[config.mk]
export PLATFORM = sky130hd
export DESIGN_NAME = sharp_comb_decim
export DESIGN_NICKNAME = d
export VERILOG_FILES = /design/src/rtl/sdec_pkg.sv /design/src/rtl/sdec_boxsum.sv /design/src/rtl/sdec_stage.sv /design/src/rtl/sdec_round_sat.sv /design/src/rtl/sharp_comb_decim.sv
export SDC_FILE = /design/constraint.sdc
export NUM_CORES = 2
export LEC_CHECK = 0
export ABC_CLOCK_PERIOD_IN_PS = 35800
export BUFFER_PORTS_ARGS = -buffer_cell sky130_fd_sc_hd__buf_2
export CAP_MARGIN = 5
export CORE_MARGIN = 5
export CORE_UTILIZATION = 55
export CTS_BUF_LIST = sky130_fd_sc_hd__clkbuf_16
export CTS_CLUSTER_DIAMETER = 40
export DETAILED_ROUTE_END_ITERATION = 8
export GPL_TIMING_DRIVEN = 0
export PLACE_DENSITY = 0.81
export SLEW_MARGIN = 20
export SYNTH_ARGS = -nofsm -noshare
export SYNTH_HDL_FRONTEND = slang
export SYNTH_HIERARCHICAL = 1
export SYNTH_SLANG_ARGS = --single-unit
[constraint.sdc]
create_clock -name clk -period 35.8 [get_ports clk]
set_clock_uncertainty 0.2 [all_clocks]
set_input_delay 7.16 -clock clk [delete_from_list [all_inputs] [get_ports clk]]
set_output_delay 7.16 -clock clk [all_outputs]
set_load 0.01 [all_outputs]
[src/rtl/sdec_pkg.sv]
package sdec_pkg;

  typedef enum logic {
    STG_PLAIN = 1'b0,
    STG_SHARP = 1'b1
  } stg_kind_e;

  // Group delay, in stage samples, of K cascaded length-M sums.
  function automatic int sharp_delay(input int m, input int k);
    return (k * (m - 1)) / 2;
  endfunction

  // log2 of the gain of K cascaded length-M sums (M is a power of two).
  function automatic int gain_log2(input int m, input int k);
    return k * $clog2(m);
  endfunction

endpackage

[src/rtl/sdec_boxsum.sv]
module sdec_boxsum #(
  parameter int W = 44,
  parameter int M = 2
) (
  input  logic                clk,
  input  logic                rst,
  input  logic                en,
  input  logic signed [W-1:0] din,
  output logic signed [W-1:0] dout
);

  logic signed [W-1:0] tap [M-1];

  always_ff @(posedge clk) begin
    if (rst) begin
      for (int i = 0; i < M - 1; i++) tap[i] <= '0;
    end else if (en) begin
      tap[0] <= din;
      for (int i = 1; i < M - 1; i++) tap[i] <= tap[i-1];
    end
  end

  always_comb begin
    dout = din;
    for (int i = 0; i < M - 1; i++) dout = dout + tap[i];
  end

endmodule

[src/rtl/sdec_stage.sv]
module sdec_stage
  import sdec_pkg::*;
#(
  parameter int        W    = 44,
  parameter int        M    = 2,
  parameter int        NSEC = 2,
  parameter stg_kind_e KIND = STG_PLAIN
) (
  input  logic                clk,
  input  logic                rst,
  input  logic                en,
  input  logic signed [W-1:0] din,
  output logic                dvld,
  output logic signed [W-1:0] dout
);

  localparam int NCH = (KIND == STG_SHARP) ? 3 * NSEC : NSEC;
  localparam int PW  = (M > 1) ? $clog2(M) : 1;

  logic signed [W-1:0] chain [NCH+1];
  logic signed [W-1:0] y;
  logic [PW-1:0]       ph;

  assign chain[0] = din;

  for (genvar g = 0; g < NCH; g++) begin : g_sec
    sdec_boxsum #(.W(W), .M(M)) u_sec (
      .clk (clk),
      .rst (rst),
      .en  (en),
      .din (chain[g]),
      .dout(chain[g+1])
    );
  end

  if (KIND == STG_SHARP) begin : g_sharp
    localparam int D  = sharp_delay(M, NSEC);
    localparam int GS = gain_log2(M, NSEC);
    logic signed [W-1:0] dl [D];
    logic signed [W-1:0] aligned;

    always_ff @(posedge clk) begin
      if (rst) begin
        for (int i = 0; i < D; i++) dl[i] <= '0;
      end else if (en) begin
        dl[0] <= chain[2*NSEC];
        for (int i = 1; i < D; i++) dl[i] <= dl[i-1];
      end
    end

    assign aligned = dl[D-1] <<< GS;
    assign y = (aligned <<< 1) + aligned - (chain[NCH] <<< 1);
  end else begin : g_plain
    assign y = chain[NCH];
  end

  always_ff @(posedge clk) begin
    if (rst) begin
      ph   <= '0;
      dvld <= 1'b0;
      dout <= '0;
    end else begin
      dvld <= en && (ph == PW'(M - 1));
      if (en) begin
        ph <= (ph == PW'(M - 1)) ? '0 : ph + 1'b1;
        if (ph == PW'(M - 1)) dout <= y;
      end
    end
  end

endmodule

[src/rtl/sdec_round_sat.sv]
module sdec_round_sat #(
  parameter int W  = 44,
  parameter int SH = 22,
  parameter int WO = 16
) (
  input  logic                 clk,
  input  logic                 rst,
  input  logic                 en,
  input  logic signed [W-1:0]  din,
  output logic                 dvld,
  output logic signed [WO-1:0] dout
);

  localparam logic signed [W-1:0] HALF = {{(W-SH){1'b0}}, 1'b1, {(SH-1){1'b0}}};
  localparam logic signed [W-1:0] HI   = {{(W-WO+1){1'b0}}, {(WO-1){1'b1}}};
  localparam logic signed [W-1:0] LO   = {{(W-WO+1){1'b1}}, {(WO-1){1'b0}}};

  logic signed [W-1:0] q;

  assign q = (din + HALF) >>> SH;

  always_ff @(posedge clk) begin
    if (rst) begin
      dvld <= 1'b0;
      dout <= '0;
    end else begin
      dvld <= en;
      if (en) begin
        if (q > HI)      dout <= HI[WO-1:0];
        else if (q < LO) dout <= LO[WO-1:0];
        else             dout <= q[WO-1:0];
      end
    end
  end

endmodule

[src/rtl/sharp_comb_decim.sv]
module sharp_comb_decim
  import sdec_pkg::*;
#(
  parameter int W_IN  = 16,
  parameter int W_OUT = 16,
  parameter int M1    = 2,
  parameter int M2    = 2,
  parameter int M3    = 4,
  parameter int L     = 4,
  parameter int K     = 2
) (
  input  logic                    clk,
  input  logic                    rst,
  input  logic                    in_valid,
  input  logic signed [W_IN-1:0]  in_data,
  output logic                    out_valid,
  output logic signed [W_OUT-1:0] out_data
);

  localparam int SH    = gain_log2(M1, L) + 3 * gain_log2(M2, K) + 3 * gain_log2(M3, K);
  localparam int ACC_W = W_IN + SH + 6;

  logic signed [ACC_W-1:0] x_ext, s1_d, s2_d, s3_d;
  logic                    s1_vld, s2_vld, s3_vld;

  assign x_ext = ACC_W'(in_data);

  sdec_stage #(.W(ACC_W), .M(M1), .NSEC(L), .KIND(STG_PLAIN)) u_stg1 (
    .clk(clk), .rst(rst), .en(in_valid), .din(x_ext), .dvld(s1_vld), .dout(s1_d)
  );

  sdec_stage #(.W(ACC_W), .M(M2), .NSEC(K), .KIND(STG_SHARP)) u_stg2 (
    .clk(clk), .rst(rst), .en(s1_vld), .din(s1_d), .dvld(s2_vld), .dout(s2_d)
  );

  sdec_stage #(.W(ACC_W), .M(M3), .NSEC(K), .KIND(STG_SHARP)) u_stg3 (
    .clk(clk), .rst(rst), .en(s2_vld), .din(s2_d), .dvld(s3_vld), .dout(s3_d)
  );

  sdec_round_sat #(.W(ACC_W), .SH(SH), .WO(W_OUT)) u_out (
    .clk(clk), .rst(rst), .en(s3_vld), .din(s3_d), .dvld(out_valid), .dout(out_data)
  );

endmodule

# Yosys cells after proc, flatten, opt, wreduce, memory -nomap -nowiden
# Memory sizes are Yosys's and may differ from the RTL's.
# Cells that the tools add are included.
[totals] regBits=156 latchBits=0 ram_bits=1408 rom_bits=0 inputBits=19 output_inout_bits=17 wordCells=165 mem_count=18
[mem_list] name="u_stg3.g_sec[0].u_sec.tap" depth=3 word_bits=44 read_ports=3 rd_ports_with_merged_regs=0 write_ports=3 line_no="sdec_boxsum.sv:12" source="logic signed [W-1:0] tap [M-1];"
[mem_list] name="u_stg3.g_sec[1].u_sec.tap" depth=3 word_bits=44 read_ports=3 rd_ports_with_merged_regs=0 write_ports=3 line_no="sdec_boxsum.sv:12"
[mem_list] name="u_stg3.g_sec[2].u_sec.tap" depth=3 word_bits=44 read_ports=3 rd_ports_with_merged_regs=0 write_ports=3 line_no="sdec_boxsum.sv:12"
[mem_list] name="u_stg3.g_sec[3].u_sec.tap" depth=3 word_bits=44 read_ports=3 rd_ports_with_merged_regs=0 write_ports=3 line_no="sdec_boxsum.sv:12"
[mem_list] name="u_stg3.g_sec[4].u_sec.tap" depth=3 word_bits=44 read_ports=3 rd_ports_with_merged_regs=0 write_ports=3 line_no="sdec_boxsum.sv:12"
[mem_list] name="u_stg3.g_sec[5].u_sec.tap" depth=3 word_bits=44 read_ports=3 rd_ports_with_merged_regs=0 write_ports=3 line_no="sdec_boxsum.sv:12"
[mem_list] name="+12 memories"
[classes] n_addsub=36 n_mul=0 n_div=0 order_cmp=2 eq_ne=1 shift=0 n_mux=59 bitwise=21 reduce_logical=17
[ops] cell="$mux 44" n=32
[ops] cell="$add 44x44->44" n=25
[ops] cell="$reduce_or 44->1" n=11
[ops] cell="$add 43x43->43" n=4
[ops] cell="$sub 44x44->44" n=2
[ops] cell="$add 16x44->44" n=1
[ops] cell="$add 44x23->44 const B" n=1
[ops] cell="$mux 16" n=2
[ops] cell="$mux 1" n=24
[ops] cell="$gt 22x16->1 const B" n=1
[ops] cell="$lt 22x16->1 const B" n=1
[ops] cell="$or 1x1->1" n=21
[ops] cell="$reduce_and 2->1" n=3
[ops] cell="$logic_and 1x1->1" n=3
[ops] cell="$add 1x1->1 const B" n=2
[ops] cell="$add 2x1->2 const B" n=1
[ops] cell="$eq 2x2->1 const B" n=1
[ops] cell="$mux 2" n=1

# Longest topological paths before layout
# An unclocked memory read counts as a cell.
[logic_depth] ltp_word=20 depth_mapped=88 mapped_depth_nobuf=85

# By module
# The synthesis kept the hierarchy.
[by_module_without_submodules] mod="sdec_boxsum (u_stg3.g_sec[0].u_sec ...)" instances=6 cells_per_inst=960 area_per_inst_um2=9933.3 seq_area_each_um2=3963.8
[by_module_without_submodules] mod="sdec_boxsum (u_stg2.g_sec[0].u_sec ...)" instances=4 cells_per_inst=454 area_per_inst_um2=4102.7 seq_area_each_um2=1321.3
[by_module_without_submodules] mod="sdec_boxsum (u_stg1.g_sec[0].u_sec ...)" instances=4 cells_per_inst=448 area_per_inst_um2=4067.7 seq_area_each_um2=1321.3
[by_module_without_submodules] mod="sdec_stage (u_stg3)" instances=1 cells_per_inst=906 area_per_inst_um2=9396.5 seq_area_each_um2=4524.3
[by_module_without_submodules] mod="sdec_boxsum (u_stg2.g_sec[4].u_sec ...)" instances=2 cells_per_inst=452 area_per_inst_um2=4220.3 seq_area_each_um2=1321.3
[by_module_without_submodules] mod="sdec_stage (u_stg2)" instances=1 cells_per_inst=792 area_per_inst_um2=6905.4 seq_area_each_um2=2162.1
[by_module_without_submodules] mod="sdec_stage (u_stg1)" instances=1 cells_per_inst=207 area_per_inst_um2=2170.8 seq_area_each_um2=920.9
[by_module_without_submodules] mod="sdec_round_sat" instances=1 cells_per_inst=122 area_per_inst_um2=1103.6 seq_area_each_um2=340.3

# Worst setup path before layout
# Ideal clock, no wire load.
[synth_path] path_kind="reg-to-reg" from="register u_stg2.dout[1]" to="register u_stg3.dout[43]" setup_time_ns=0.123 arrival_time_ns=17.626 required_ns=35.477 path_slack_ns=17.851 stages_incl_launch_ff=87 n_path_buf=3 period_less_slack_ns=17.949 cell_sequence="dfxtp_1 inv_1 fa_1 inv_1 fa_1 ha_1 inv_1 fa_1 nand2b_1 a21oi_1 nor2_1 o21ai_0 a21o_1 a221o_1 a21oi_1 xnor2_1 inv_1 fa_1 (+51 left out) nor2_1 o21ai_0 nand2b_1 a21oi_1 o21a_1 xnor2_1 fa_1 inv_1 ha_1 a21o_1 a21o_1 a21oi_1 and3_1 nor3_1 a21oi_1 nor2_1 o21ai_1 a21oi_1"
[synth_lines] element="start: declaration" line_no="sdec_stage.sv:14" source="output logic signed [W-1:0] dout"
[synth_lines] element="start signal: assignment" line_no="sdec_stage.sv:66" source="if (ph == PW'(M - 1)) dout <= y;"
[synth_lines] element="end signal: assignment" line_no="sdec_stage.sv:66"
[synth_lines] element="end: declaration" line_no="sdec_stage.sv:14"

==> reports/qor.txt <==
status: completed
Starting Density: 55.2%
via count: 84300
TritonCTS clock tree: yes
vias in the first global route: 87200
# rows: 168
total CTS buffers: 232
final instance area: 0.128 mm²
Slew HR: 26.2%
Top Ports: 36
syn avg cell area: 9.85 µm²
CTS Hold Bufs: 0
CP max-delay cell: fa_1
Wirelength per Cell: 18.0 µm
via/cell ratio: 5.62
I/O Buffers: 35
GRT Overall Usage: 24.5%
Cell Area, Synth: 0.115 mm²
DP Area: 0.119 mm²
Clock Latency Late Sink: 0.88 ns
DIE WIDTH: 468 µm
final RePlAce weighted congestion: 0.939
CTS root buf: clkbuf_16
fillers: 16600
first-pass GRT wire length: 442 mm
Tcrit/Tclk final: 59.7%
Die ar.: 0.219 mm²
CP peak stage delay: 0.56 ns
Crit path required time: 36.34 ns
Final ANT Viol Nets: 0
Fin. Hold Viols: 0
syn_nets: 13100
Nets: 13400
footprint of the multi-input gates: 0.0631 mm²
hold wc startpoint: u_stg3/dout[42]
CP Launch Type: register
Longest Clk Path Bufs: 3
Cells after Synth: 11700
crit-path max FO: 8
reg2reg path depth: 85
total congestion overflow: 0
largest net degree at the start of global routing: 57
final critical-path required period: 21.37 ns
Final Slew Violations: 0
Worst setup EP type: register
kind of critical path: register to register
Least-Margin Pin Slew: 1.08 ns
setup bufs post-CTS: 0
register area: 0.0433 mm²
post-DP HPWL: 207 mm
DRT Pass-1 Iters: 8
Fin Setup TNS: 0 ns
Post-route DRC: 0
clock tree sinks: 1486
CTS H-tree lvls: 4
synth warn: 6
final wirelength: 270 mm
share of cells above drive strength 1: 7.23%
post-layout util: 61.1%
FMAX: 46.8 MHz
Hold WC Path Type: register to register
arrival time worst endpoint: 21.91 ns
Area Growth Syn to Fin: 10.7%
initial antenna violation count: 5
Iter 0 DRT Violations: 6129
unrepaired setup endpoints after global routing: false
Placeable Area: 0.209 mm²
final setup vio count: 0
Worst-path clk slew: 0.06 ns
Resize count post-CTS: 0
die height: 468 µm
Worst Setup SP: u_stg2/dout[1]
reg2reg start: u_stg2/dout[1]
Hold Path Depth: 2
max_cap viols: 0
==> cell usage in the layout, fill, tap and decap left out, types with 32 or more instances in the layout <==
cell type,count
fa_1,604
xor2_1,214
o21bai_1,101
nor3_1,85
nand4_1,154
a211oi_1,84
a21o_1,327
inv_6,39
buf_2,68
ha_1,762
nand2_1,689
clkbuf_1,339
edfxtp_1,1355
or3_1,32
and4_1,33
clkbuf_16,238
dfxtp_1,130
nor2_1,457
a21oi_2,58
o21a_1,77
nand3_1,213
or2_2,36
o2111ai_1,38
inv_1,1838
nand2b_1,61
xnor2_1,440
and3_1,89
o211ai_1,92
nor2b_1,115
o21ai_1,59
a21oi_1,795
a21bo_1,42
a31oi_1,80
and2_1,1371
o21ai_0,348
==> layer usage <==
layer,share of wire (%),wire length [µm],track usage [%]
met1,41,109000,29.6
met2,51,138000,44.7
met3,4.7,12700,3.14
met4,3.8,10200,8.78
met5,0,0,0
==> final cells by class <==
cell class / count / area share, %
multi-input combinational: 7954 / 49.4
sequential: 1486 / 33.9
inverter: 1828 / 5.37
clock buffer: 238 / 4.66
tap: 2805 / 2.75
clock inverter: 205 / 1.79
buffer: 441 / 1.67
timing repair buffer: 51 / 0.437
antenna: 2 / 0.00392
==> metrics by stage <==
stage,instances,setup WS (ns),hold slack (ns)
final,15000,14.43,0.275
after global routing,15000,13.36,0.291
after CTS,15000,14.62,0.275
after detailed placement,14600,14.80,0.259
after global placement,14500,15.14,0.257
after floorplan,11700,17.92,0.239
==> state kept, by name, summed over array words and instances (netlist names) <==
| register | flops |
|---|---|
| u_stg1/ph | 1 |
| u_stg3/dvld | 1 |
| u_out/dvld | 1 |
| u_stg3/ph | 2 |
| u_stg2/dout | 42 |
| u_stg2/dvld | 1 |
| u_stg1/g_sec.u_sec/tap | 168 |
| u_stg2/g_sec.u_sec/tap | 252 |
| u_stg2/ph | 1 |
| u_stg3/g_sharp.dl | 120 |
| u_stg3/g_sec.u_sec/tap | 774 |
| u_stg2/g_sharp.dl | 41 |
| u_out/dout | 16 |
| u_stg3/dout | 23 |
| u_stg1/dout | 42 |
| u_stg1/dvld | 1 |
==> final timing paths <==
path	end	slack (ns)
max	u_stg3/dout[43]	14.43
min	u_stg3/dout[42]	0.27
max reg2reg	u_stg3/dout[43]	14.43
min reg2reg	u_stg3/dout[42]	0.27
==> critical path, delay by kind of cell, from the launching register on <==
family	cells	cell delay [ns]
xor+xnor	5	1.37
flops	1	0.54
compound gates	28	5.69
buf+inv	18	1.90
simple gates	13	2.48
fa+ha+maj	21	9.01
Power is not shown: default switching activity piles up to over one toggle a cycle in this logic, so the estimate is an artifact.
